## src/rtl/cfg_startup_pkg.sv

```systemverilog
// Package: shared state encoding for the start-up sequencer.
// Assumes: one clock domain (the start-up clock).
package cfg_startup_pkg;

    typedef enum logic [2:0] {
        SEQ_CLEAR = 3'd0,
        SEQ_WAIT  = 3'd1,
        SEQ_LOAD  = 3'd2,
        SEQ_GSR   = 3'd3,
        SEQ_RUN   = 3'd4,
        SEQ_USER  = 3'd5
    } seq_state_t;

endpackage

```

## src/rtl/cfg_clear_timer.sv

```systemverilog
// Module: cfg_clear_timer
// Counts the memory-clearing interval. The count restarts whenever a restart
// is requested or the sequencer is outside the clearing state.
// Assumes: CLEAR_CYCLES >= 1.
module cfg_clear_timer #(
    parameter int CLEAR_CYCLES = 16
) (
    input  logic clk,
    input  logic rst_n,
    input  logic restart_i,
    input  logic active_i,
    output logic last_o
);
    localparam int CNT_W = $clog2(CLEAR_CYCLES + 1);
    localparam logic [CNT_W-1:0] LAST_VAL = CNT_W'(CLEAR_CYCLES - 1);

    logic [CNT_W-1:0] cnt_q;

    // Purpose: advance the clearing count while the block is clearing
    always_ff @(posedge clk) begin
        if (!rst_n || restart_i || !active_i) begin
            cnt_q <= '0;
        end else if (cnt_q != LAST_VAL) begin
            cnt_q <= cnt_q + 1'b1;
        end
    end

    assign last_o = active_i && !restart_i && (cnt_q == LAST_VAL);


    clear_bound_chk: assert property (@(posedge clk) disable iff (!rst_n)
        cnt_q <= LAST_VAL);
endmodule

```

## src/rtl/cfg_phase_ctr.sv

```systemverilog
// Module: cfg_phase_ctr
// Start-up phase counter. Holds at zero while the sequencer is not in the
// start-up state, then steps once per cycle up to the last phase. It holds at
// LOCK_PHASE while a lock wait is pending, and at any phase where a release
// stage reports a stall.
// Assumes: LOCK_PHASE lies below the last phase.
module cfg_phase_ctr #(
    parameter int PHASE_W    = 3,
    parameter int LOCK_PHASE = 2
) (
    input  logic               clk,
    input  logic               rst_n,
    input  logic               run_i,
    input  logic               lock_wait_i,
    input  logic               lock_i,
    input  logic               ext_stall_i,
    output logic [PHASE_W-1:0] phase_o,
    output logic               last_o
);
    localparam logic [PHASE_W-1:0] MAX_PH  = {PHASE_W{1'b1}};
    localparam logic [PHASE_W-1:0] LOCK_PH = PHASE_W'(LOCK_PHASE);

    logic [PHASE_W-1:0] phase_q;
    logic               lock_hold;
    logic               hold;

    // Purpose: decide whether the count may move on this cycle
    always_comb begin
        lock_hold = lock_wait_i && !lock_i && (phase_q == LOCK_PH);
        hold      = lock_hold || ext_stall_i || (phase_q == MAX_PH);
    end

    // Purpose: phase register
    always_ff @(posedge clk) begin
        if (!rst_n || !run_i) begin
            phase_q <= '0;
        end else if (!hold) begin
            phase_q <= phase_q + 1'b1;
        end
    end

    assign phase_o = phase_q;
    assign last_o  = run_i && (phase_q == MAX_PH);


    lock_hold_chk: assert property (@(posedge clk) disable iff (!rst_n)
        (run_i && lock_wait_i && !lock_i && phase_q == LOCK_PH)
        |=> (phase_q == LOCK_PH || !run_i));


    phase_step_chk: assert property (@(posedge clk) disable iff (!rst_n)
        (run_i && $past(run_i) && phase_q != $past(phase_q))
        |-> (phase_q == $past(phase_q) + 1'b1));
endmodule

```

## src/rtl/cfg_release_bank.sv

```systemverilog
// Module: cfg_release_bank
// A bank of sticky release flags. Flag i sets when the phase count equals its
// phase and its gate is open. It stays set until a restart. While a flag
// waits on a closed gate at its phase, the bank asks the counter to stall.
// Assumes: the phase list is ascending.
module cfg_release_bank #(
    parameter int                         NUM_REL = 3,
    parameter int                         PHASE_W = 3,
    parameter logic [NUM_REL*PHASE_W-1:0] PHASES  = {3'd6, 3'd5, 3'd4}
) (
    input  logic               clk,
    input  logic               rst_n,
    input  logic               restart_i,
    input  logic               run_i,
    input  logic [PHASE_W-1:0] phase_i,
    input  logic [NUM_REL-1:0] gate_i,
    output logic [NUM_REL-1:0] rel_o,
    output logic               stall_o
);
    logic [NUM_REL-1:0] rel_q;
    logic [NUM_REL-1:0] wait_v;

    for (genvar i = 0; i < NUM_REL; i++) begin : g_rel
        localparam logic [PHASE_W-1:0] MY_PH = PHASES[i*PHASE_W +: PHASE_W];
        logic at_phase;

        assign at_phase  = run_i && (phase_i == MY_PH);
        assign wait_v[i] = at_phase && !gate_i[i] && !rel_q[i];

        // Purpose: sticky release flag for stage i
        always_ff @(posedge clk) begin
            if (!rst_n || restart_i) begin
                rel_q[i] <= 1'b0;
            end else if (at_phase && gate_i[i]) begin
                rel_q[i] <= 1'b1;
            end
        end


        sticky_chk: assert property (@(posedge clk) disable iff (!rst_n)
            (rel_q[i] && !restart_i) |=> rel_q[i]);
    end

    for (genvar j = 1; j < NUM_REL; j++) begin : g_order

        order_chk: assert property (@(posedge clk) disable iff (!rst_n)
            $rose(rel_q[j]) |-> $past(rel_q[j-1]));
    end

    assign rel_o   = rel_q;
    assign stall_o = |wait_v;
endmodule

```

## src/rtl/cfg_startup_seq.sv

```systemverilog
// Module: cfg_startup_seq (top)
// Configuration start-up sequencer: clear, wait for the init line, load,
// set/reset pulse, then a phased start-up that raises done, the three-state
// release and the write-enable release.
// Assumes: all inputs are synchronous to clk; the bench or board models the
// open-drain init line (init_sense_i low whenever init_pull_o is high).
module cfg_startup_seq
    import cfg_startup_pkg::*;
#(
    parameter int CLEAR_CYCLES = 16,
    parameter int PHASE_W      = 3,
    parameter int LOCK_PHASE   = 2,
    parameter int DONE_PHASE   = 4,
    parameter int TRI_PHASE    = 5,
    parameter int WE_PHASE     = 6
) (
    input  logic clk,
    input  logic rst_n,
    input  logic prog_n,
    input  logic init_sense_i,
    input  logic load_done_i,
    input  logic lock_i,
    input  logic wired_done_i,
    input  logic sync_mode_i,
    input  logic lock_wait_i,
    output logic init_pull_o,
    output logic gsr_o,
    output logic done_o,
    output logic tri_release_o,
    output logic we_release_o
);
    localparam int NUM_REL = 3;
    localparam logic [NUM_REL*PHASE_W-1:0] REL_PHASES =
        {PHASE_W'(WE_PHASE), PHASE_W'(TRI_PHASE), PHASE_W'(DONE_PHASE)};

    seq_state_t          state_q;
    logic                restart;
    logic                clear_last;
    logic                run;
    logic [PHASE_W-1:0]  phase;
    logic                phase_last;
    logic                rel_stall;
    logic [NUM_REL-1:0]  gates;
    logic [NUM_REL-1:0]  rels;
    logic                ext_ok;

    assign restart = !prog_n;
    assign run     = (state_q == SEQ_RUN);

    // Purpose: top-level sequence state
    always_ff @(posedge clk) begin
        if (!rst_n || restart) begin
            state_q <= SEQ_CLEAR;
        end else begin
            case (state_q)
                SEQ_CLEAR: if (clear_last)   state_q <= SEQ_WAIT;
                SEQ_WAIT:  if (init_sense_i) state_q <= SEQ_LOAD;
                SEQ_LOAD:  if (load_done_i)  state_q <= SEQ_GSR;
                SEQ_GSR:                     state_q <= SEQ_RUN;
                SEQ_RUN:   if (phase_last)   state_q <= SEQ_USER;
                default:                     state_q <= SEQ_USER;
            endcase
        end
    end

    // Purpose: gate for each release stage (done is never gated)
    always_comb begin
        ext_ok = !sync_mode_i || wired_done_i;
        gates  = {ext_ok, ext_ok, 1'b1};
    end

    cfg_clear_timer #(
        .CLEAR_CYCLES(CLEAR_CYCLES)
    ) u_clear (
        .clk      (clk),
        .rst_n    (rst_n),
        .restart_i(restart),
        .active_i (state_q == SEQ_CLEAR),
        .last_o   (clear_last)
    );

    cfg_phase_ctr #(
        .PHASE_W   (PHASE_W),
        .LOCK_PHASE(LOCK_PHASE)
    ) u_phase (
        .clk        (clk),
        .rst_n      (rst_n),
        .run_i      (run),
        .lock_wait_i(lock_wait_i),
        .lock_i     (lock_i),
        .ext_stall_i(rel_stall),
        .phase_o    (phase),
        .last_o     (phase_last)
    );

    cfg_release_bank #(
        .NUM_REL(NUM_REL),
        .PHASE_W(PHASE_W),
        .PHASES (REL_PHASES)
    ) u_rel (
        .clk      (clk),
        .rst_n    (rst_n),
        .restart_i(restart),
        .run_i    (run),
        .phase_i  (phase),
        .gate_i   (gates),
        .rel_o    (rels),
        .stall_o  (rel_stall)
    );

    assign init_pull_o   = (state_q == SEQ_CLEAR);
    assign gsr_o         = (state_q == SEQ_GSR);
    assign done_o        = rels[0];
    assign tri_release_o = rels[1];
    assign we_release_o  = rels[2];


    gsr_single_chk: assert property (@(posedge clk) disable iff (!rst_n)
        gsr_o |=> !gsr_o);


    restart_clears_chk: assert property (@(posedge clk) disable iff (!rst_n)
        !prog_n |=> (init_pull_o && !done_o && !tri_release_o && !we_release_o));


    wait_hold_chk: assert property (@(posedge clk) disable iff (!rst_n)
        (state_q == SEQ_WAIT && !init_sense_i && prog_n) |=> (state_q == SEQ_WAIT));


    sync_wired_chk: assert property (@(posedge clk) disable iff (!rst_n)
        (sync_mode_i && $past(sync_mode_i) && $rose(tri_release_o)) |-> $past(wired_done_i));


    tri_after_done_chk: assert property (@(posedge clk) disable iff (!rst_n)
        $rose(tri_release_o) |-> $past(done_o));


    quiet_in_load_chk: assert property (@(posedge clk) disable iff (!rst_n)
        (state_q == SEQ_LOAD || state_q == SEQ_WAIT) |-> !(done_o || tri_release_o || we_release_o));
endmodule

```

## config.mk

```make
export PLATFORM = sky130hd
export DESIGN_NAME = cfg_startup_seq
export DESIGN_NICKNAME = d
export VERILOG_FILES = /design/src/rtl/cfg_startup_pkg.sv /design/src/rtl/cfg_clear_timer.sv /design/src/rtl/cfg_phase_ctr.sv /design/src/rtl/cfg_release_bank.sv /design/src/rtl/cfg_startup_seq.sv
export SDC_FILE = /design/constraint.sdc
export NUM_CORES = 1
export LEC_CHECK = 0
export ABC_AREA = 1
export BUFFER_PORTS_ARGS = -buffer_cell sky130_fd_sc_hd__buf_2
export CAP_MARGIN = 10
export CORE_UTILIZATION = 57
export CTS_BUF_LIST = sky130_fd_sc_hd__clkbuf_4 sky130_fd_sc_hd__clkbuf_8 sky130_fd_sc_hd__clkbuf_16
export DETAILED_ROUTE_END_ITERATION = 7
export GPL_ROUTABILITY_DRIVEN = 0
export PLACE_DENSITY_LB_ADDON = 0.1
export SLEW_MARGIN = 20
export SYNTH_ARGS = -nofsm -noshare
export SYNTH_HDL_FRONTEND = slang
export SYNTH_SLANG_ARGS = --single-unit
```

## constraint.sdc

```tcl
create_clock -name clk -period 3 [get_ports clk]
set_input_delay 0 -clock clk [delete_from_list [all_inputs] [get_ports clk]]
set_output_delay 0 -clock clk [all_outputs]
set_load 0.02 [all_outputs]
```

# Word level (Yosys, flattened, before mapping)
# Cells that the tools add are included.
[op_classes]
n_addsub = 2
n_reduce_logical = 32
n_mux = 5
n_eq_ne = 15
[op_table]
columns = ["cell", "n"]
rows = [
  ["equality test 3 bit (second input constant)", 5],
  ["case mux 3 bit (5 select lines)", 1],
  ["logical AND 1 bit", 14],
  ["2-to-1 mux 3 bit", 4],
  ["equality test 3 x 2 -> 1 bit (second input constant)", 3],
  ["logical NOT 1 bit", 9],
  ["!= test 2 bit (second input constant)", 4],
  ["logical OR 1 bit", 6],
  ["adder 5 x 1 -> 5 bit (second input constant)", 1],
  ["equality test 5 x 4 -> 1 bit (second input constant)", 1],
  ["!= test 5 x 4 -> 1 bit (second input constant)", 1],
  ["AND reduction 4 bit", 1],
  ["adder 3 x 1 -> 3 bit (second input constant)", 1],
  ["equality test 3 x 1 -> 1 bit (second input constant)", 1],
  ["logical NOT 3 bit", 1],
  ["OR reduction 2 bit", 1],
]
[totals]
out_inout_bits = 5
in_bits = 9
regBits = 14

# Depth between registers and ports, before layout
[logic_depth]
depth_word = 8
ltp_mapped = 9
depth_no_buf = 9

# Cells and area by module
# A second synthesis with hierarchy kept.
[hier_totals]
cells_unflattened = 136
hier_area_um2 = 865.8
[by_module_without_submodules]
columns = ["mod", "area_each_um2", "instances", "cells_each"]
rows = [
  ["cfg_clear_timer", 242.7, 1, 35],
  ["cfg_startup_seq", 239.0, 1, 42],
  ["cfg_phase_ctr", 197.7, 1, 27],
  ["cfg_release_bank", 186.4, 1, 32],
]

# Worst setup path after synthesis
# No wires, ideal clock.
[synth_path]
path_type = "register to register"
startpoint = "register u_clear.cnt_q[0]"
endpoint = "register u_clear.cnt_q[3]"
stages_incl_launch_ff = 8
t_required_ns = 2.883
n_path_buf = 0
synth_period_minus_slack_ns = 1.413
t_arrival_ns = 1.296
slack_ns = 1.587
path_cell_list = "dfxtp_1 > ha_1 > and3_1 > ha_1 > inv_1 > nand4_1 > xor2_1 > nor2_1"
[synth_between]
elab_chain_cells = 1
[synth_lines]
columns = ["element", "line_no", "source"]
rows = [
  ["start, declared", "cfg_clear_timer.sv:17", "logic [CNT_W-1:0] cnt_q;"],
  ["start signal, assigned", "cfg_clear_timer.sv:24", "cnt_q <= cnt_q + 1'b1;"],
  ["adder 5 x 1 -> 5 bit or != test 5 x 4 -> 1 bit (tied branches)", "cfg_clear_timer.sv:24, cfg_clear_timer.sv:23", ""],
]
# Several ways; a longest one is shown, not always the timed one.
# A chain may end at the register's enable or synchronous reset.

# Worst setup path in the final report
# Ends and elaborated chain as after synthesis.

==> flow_summary.yaml <==
cells_and_area:
  fin_nets: 145
  fill_cells: 121
  final_core_util_pct: 70.77
  drive_gt1_share_pct: 21.88
  area_growth_pct: 15.00
  antenna_cells: 0
  layout.cells.non_filler: 143
worst_hold_path:
  min-delay-start: "rst_n"
  holdPathEnd: "u_phase.phase_o[2]"
  holdPathStages: 3
  hold_path_class: "input pin to flop"
pwr:
  p_total_w: 0.0003411
  p_per_area_nw_per_um2: 370.4
  p_leak_nw: 0.4359
  vdd_drop_max_mv: 0.2339
cts:
  htree_levels: 1
  cts-root-buf: "clkbuf_4"
  cts_max_path_buffers: 2
  clk_pin_slew_ps: 100
  cts_setup_buffers: 0
  ctsResizeCount: 0
  numCtsBuffers: 3
  clock_latency_ps: 290
  numClockSinks: 14
  postCtsHoldBufs: 0
  cts_tree: "done"
yosys:
  netlist_instances: 111
  seq_area_frac_synth_pct: 35.00
  synth_fp_nets: 127
  synth_area_per_cell_sq_um: 7.214
  synthDistinctLibCells: 20
  netlist.area_leader.share_pct: 35.00
  yosys.area.top_type: "dfxtp_1"
  synthFlopType: "dfxtp_1"
  ys_warn_count: 0
  ys_top_cells_by_area: "dfxtp_1 35%, nand2_1 11%, ha_1 11%"
  synthArstFlopShare_pct: 0
  synth_edf_count: 0
  ys_ff_latch: 14
  synth_most_common_cell: "nand2_1"
  synthTopCellsByCount: "24 x nand2_1, 16 x inv_1, 14 x dfxtp_1"
  syn-cell-area_sq_um: 800.8
place:
  post-place-cells: 139
  dp_hpwl_mm: 1.181
  port-buffer-count: 13
timing:
  tns_ps: 0
  finalClockSkew_ps: 11.51
  worst_hold_slack_ps: 7.717
  rsz0062_at_grt: "no"
  period_share_pct: 51.76
  finalSetupViolCount: 0
  tightestPinTransition_ps: 395.0
  fmaxAchievable_ghz: 0.6440
  relSlewSlack_pct: 73.54
  final_hold_viol_count: 0
  slew_viol_final: 0
  timing.final.crit_period_ps: 1553
floorplanning:
  dieHeight_um: 39.48
  coreArea_sq_um: 1301
  rows: 13
  die_x_um: 39.48
  die_area_sq_um: 1559
  start_util_pct: 61.54
  io_pins: 14
run_status:
  outcome: "finished clean"
setup_path:
  rrSetupSlack_ps: 1450
  startpoint_type: "flop"
  crit_path_frequent_cell: "ha_1"
  critPathTopFamily: "adder cells"
  crit_path_max_incr_delay_ps: 340
  path_max_fanout: 5
  slowest_stage: "dfxtp_1"
  crit_chain: "ha_1, and3_1, ha_1, inv_1, nand4_1, xor2_1, nor2_1"
  end_kind: "flop"
  cp_data_required_time_ps: 3170
  rr_endpoint: "u_clear.cnt_q[3]"
  r2r_cells: 7
  criticalPathCategory: "flop to flop"
  r2r_start: "u_clear.cnt_q[0]"
  path_buf_inv: 1
  arrival_ps: 1720
routing:
  detail_route.iter0.violations: 26
  dr.pass1.iters: 4
  ant_nets: 0
  post_drt_wl_per_cell_um: 10.39
  wl_mm: 1.486
  num_vias: 751
  routed_via_density: 5.252
  drc: 0
flow_run:
  maxCapViolations: 0
grt:
  overflow: 0
  grt_pass1_vias: 619
  grt_pass1_wl_mm: 2.359
  grt_usage_pct: 23.14
  grt_max_degree: 9
  grt_antenna_before_repair: 0
## placed cells by master, fill, tap and decap left out, types with 2 or more instances in the layout
master    Yosys  layout
nand3_1       7       7
buf_2         0      13
nand4_1       4       4
nor2_2        3       3
clkbuf_4      0       3
ha_1          7       7
dfxtp_1      14      14
inv_2         3       3
nand2_1      24      24
xor2_1        2       2
inv_1        16      16
nor2_1       12      12
a21oi_1      10      10
## flip-flops by register name, indices dropped and copies added, names as in the netlist
signal and flops:
u_clear.cnt_q 5, u_rel.rel_o 3, state_q 3, u_phase.phase_o 3
## through the flow
stage / cell area (sq um) / setup slack (ps)
finish: 920.9 / 1447
global placement: 884.6 / 1541
global route: 920.9 / 1308
CTS: 920.9 / 1436
detailed placement: 884.6 / 1450
floorplan: 800.8 / 1587
## how the worst max path moves through the flow
stage,slack (ps),start,depth (start not counted),endpoint
finish,1450,u_clear.cnt_q[0],7,u_clear.cnt_q[3]
CTS,1440,u_clear.cnt_q[0],7,u_clear.cnt_q[3]
global placement,1540,u_clear.cnt_q[0],7,u_clear.cnt_q[3]
global route,1310,u_clear.cnt_q[0],7,u_clear.cnt_q[3]
detailed placement,1450,u_clear.cnt_q[0],8,state_q[0]
floorplan,1590,u_clear.cnt_q[0],7,u_clear.cnt_q[3]
## cells by family (layout without fill, tap and decap cells)
group,after synthesis,count (layout),share of synthesized area (%)
buffers and inverters,19,36,8.906
XOR/XNOR,2,2,2.188
adder cells (fa/ha/maj),7,7,10.94
AO/OA/AOI/OAI,13,13,9.064
AND/OR/NAND/NOR,56,56,33.91
flip-flops,14,14,35.00
## area by class of cell
| type | count | area [sq um] | share of cell area [%] |
|---|---|---|---|
| Tap cell | 15 | 18.77 | 2.038 |
| Inverter | 19 | 71.32 | 7.745 |
| Clock buffer | 4 | 36.28 | 3.940 |
| Timing Repair Buffer | 13 | 65.06 | 7.065 |
| Multi-Input combinational cell | 78 | 449.2 | 48.78 |
| Sequential cell | 14 | 280.3 | 30.43 |
## tightest hold or removal path: cells and delay by family
kind	cells	cell delay, ps
buffers and inverters	1	110
AND/OR/NAND/NOR	1	100
AO/OA/AOI/OAI	1	50
## report_power, final
group | switching, W | internal, W | total [W]
Combinational | 0.00000750 | 0.00000670 | 0.0000142
Clock | 0.0000648 | 0.0000738 | 0.000139
Sequential | 0.00000124 | 0.000187 | 0.000188
## per-layer routing
metal,vias to the layer above,share of wire [%],global-route usage [%]
li1,389,-,-
met5,-,0,0
met1,345,45,24.40
met2,13,50,38.93
met3,4,3.6,8.523
met4,0,1.5,12.93
Power figures use the tool's default switching activity.
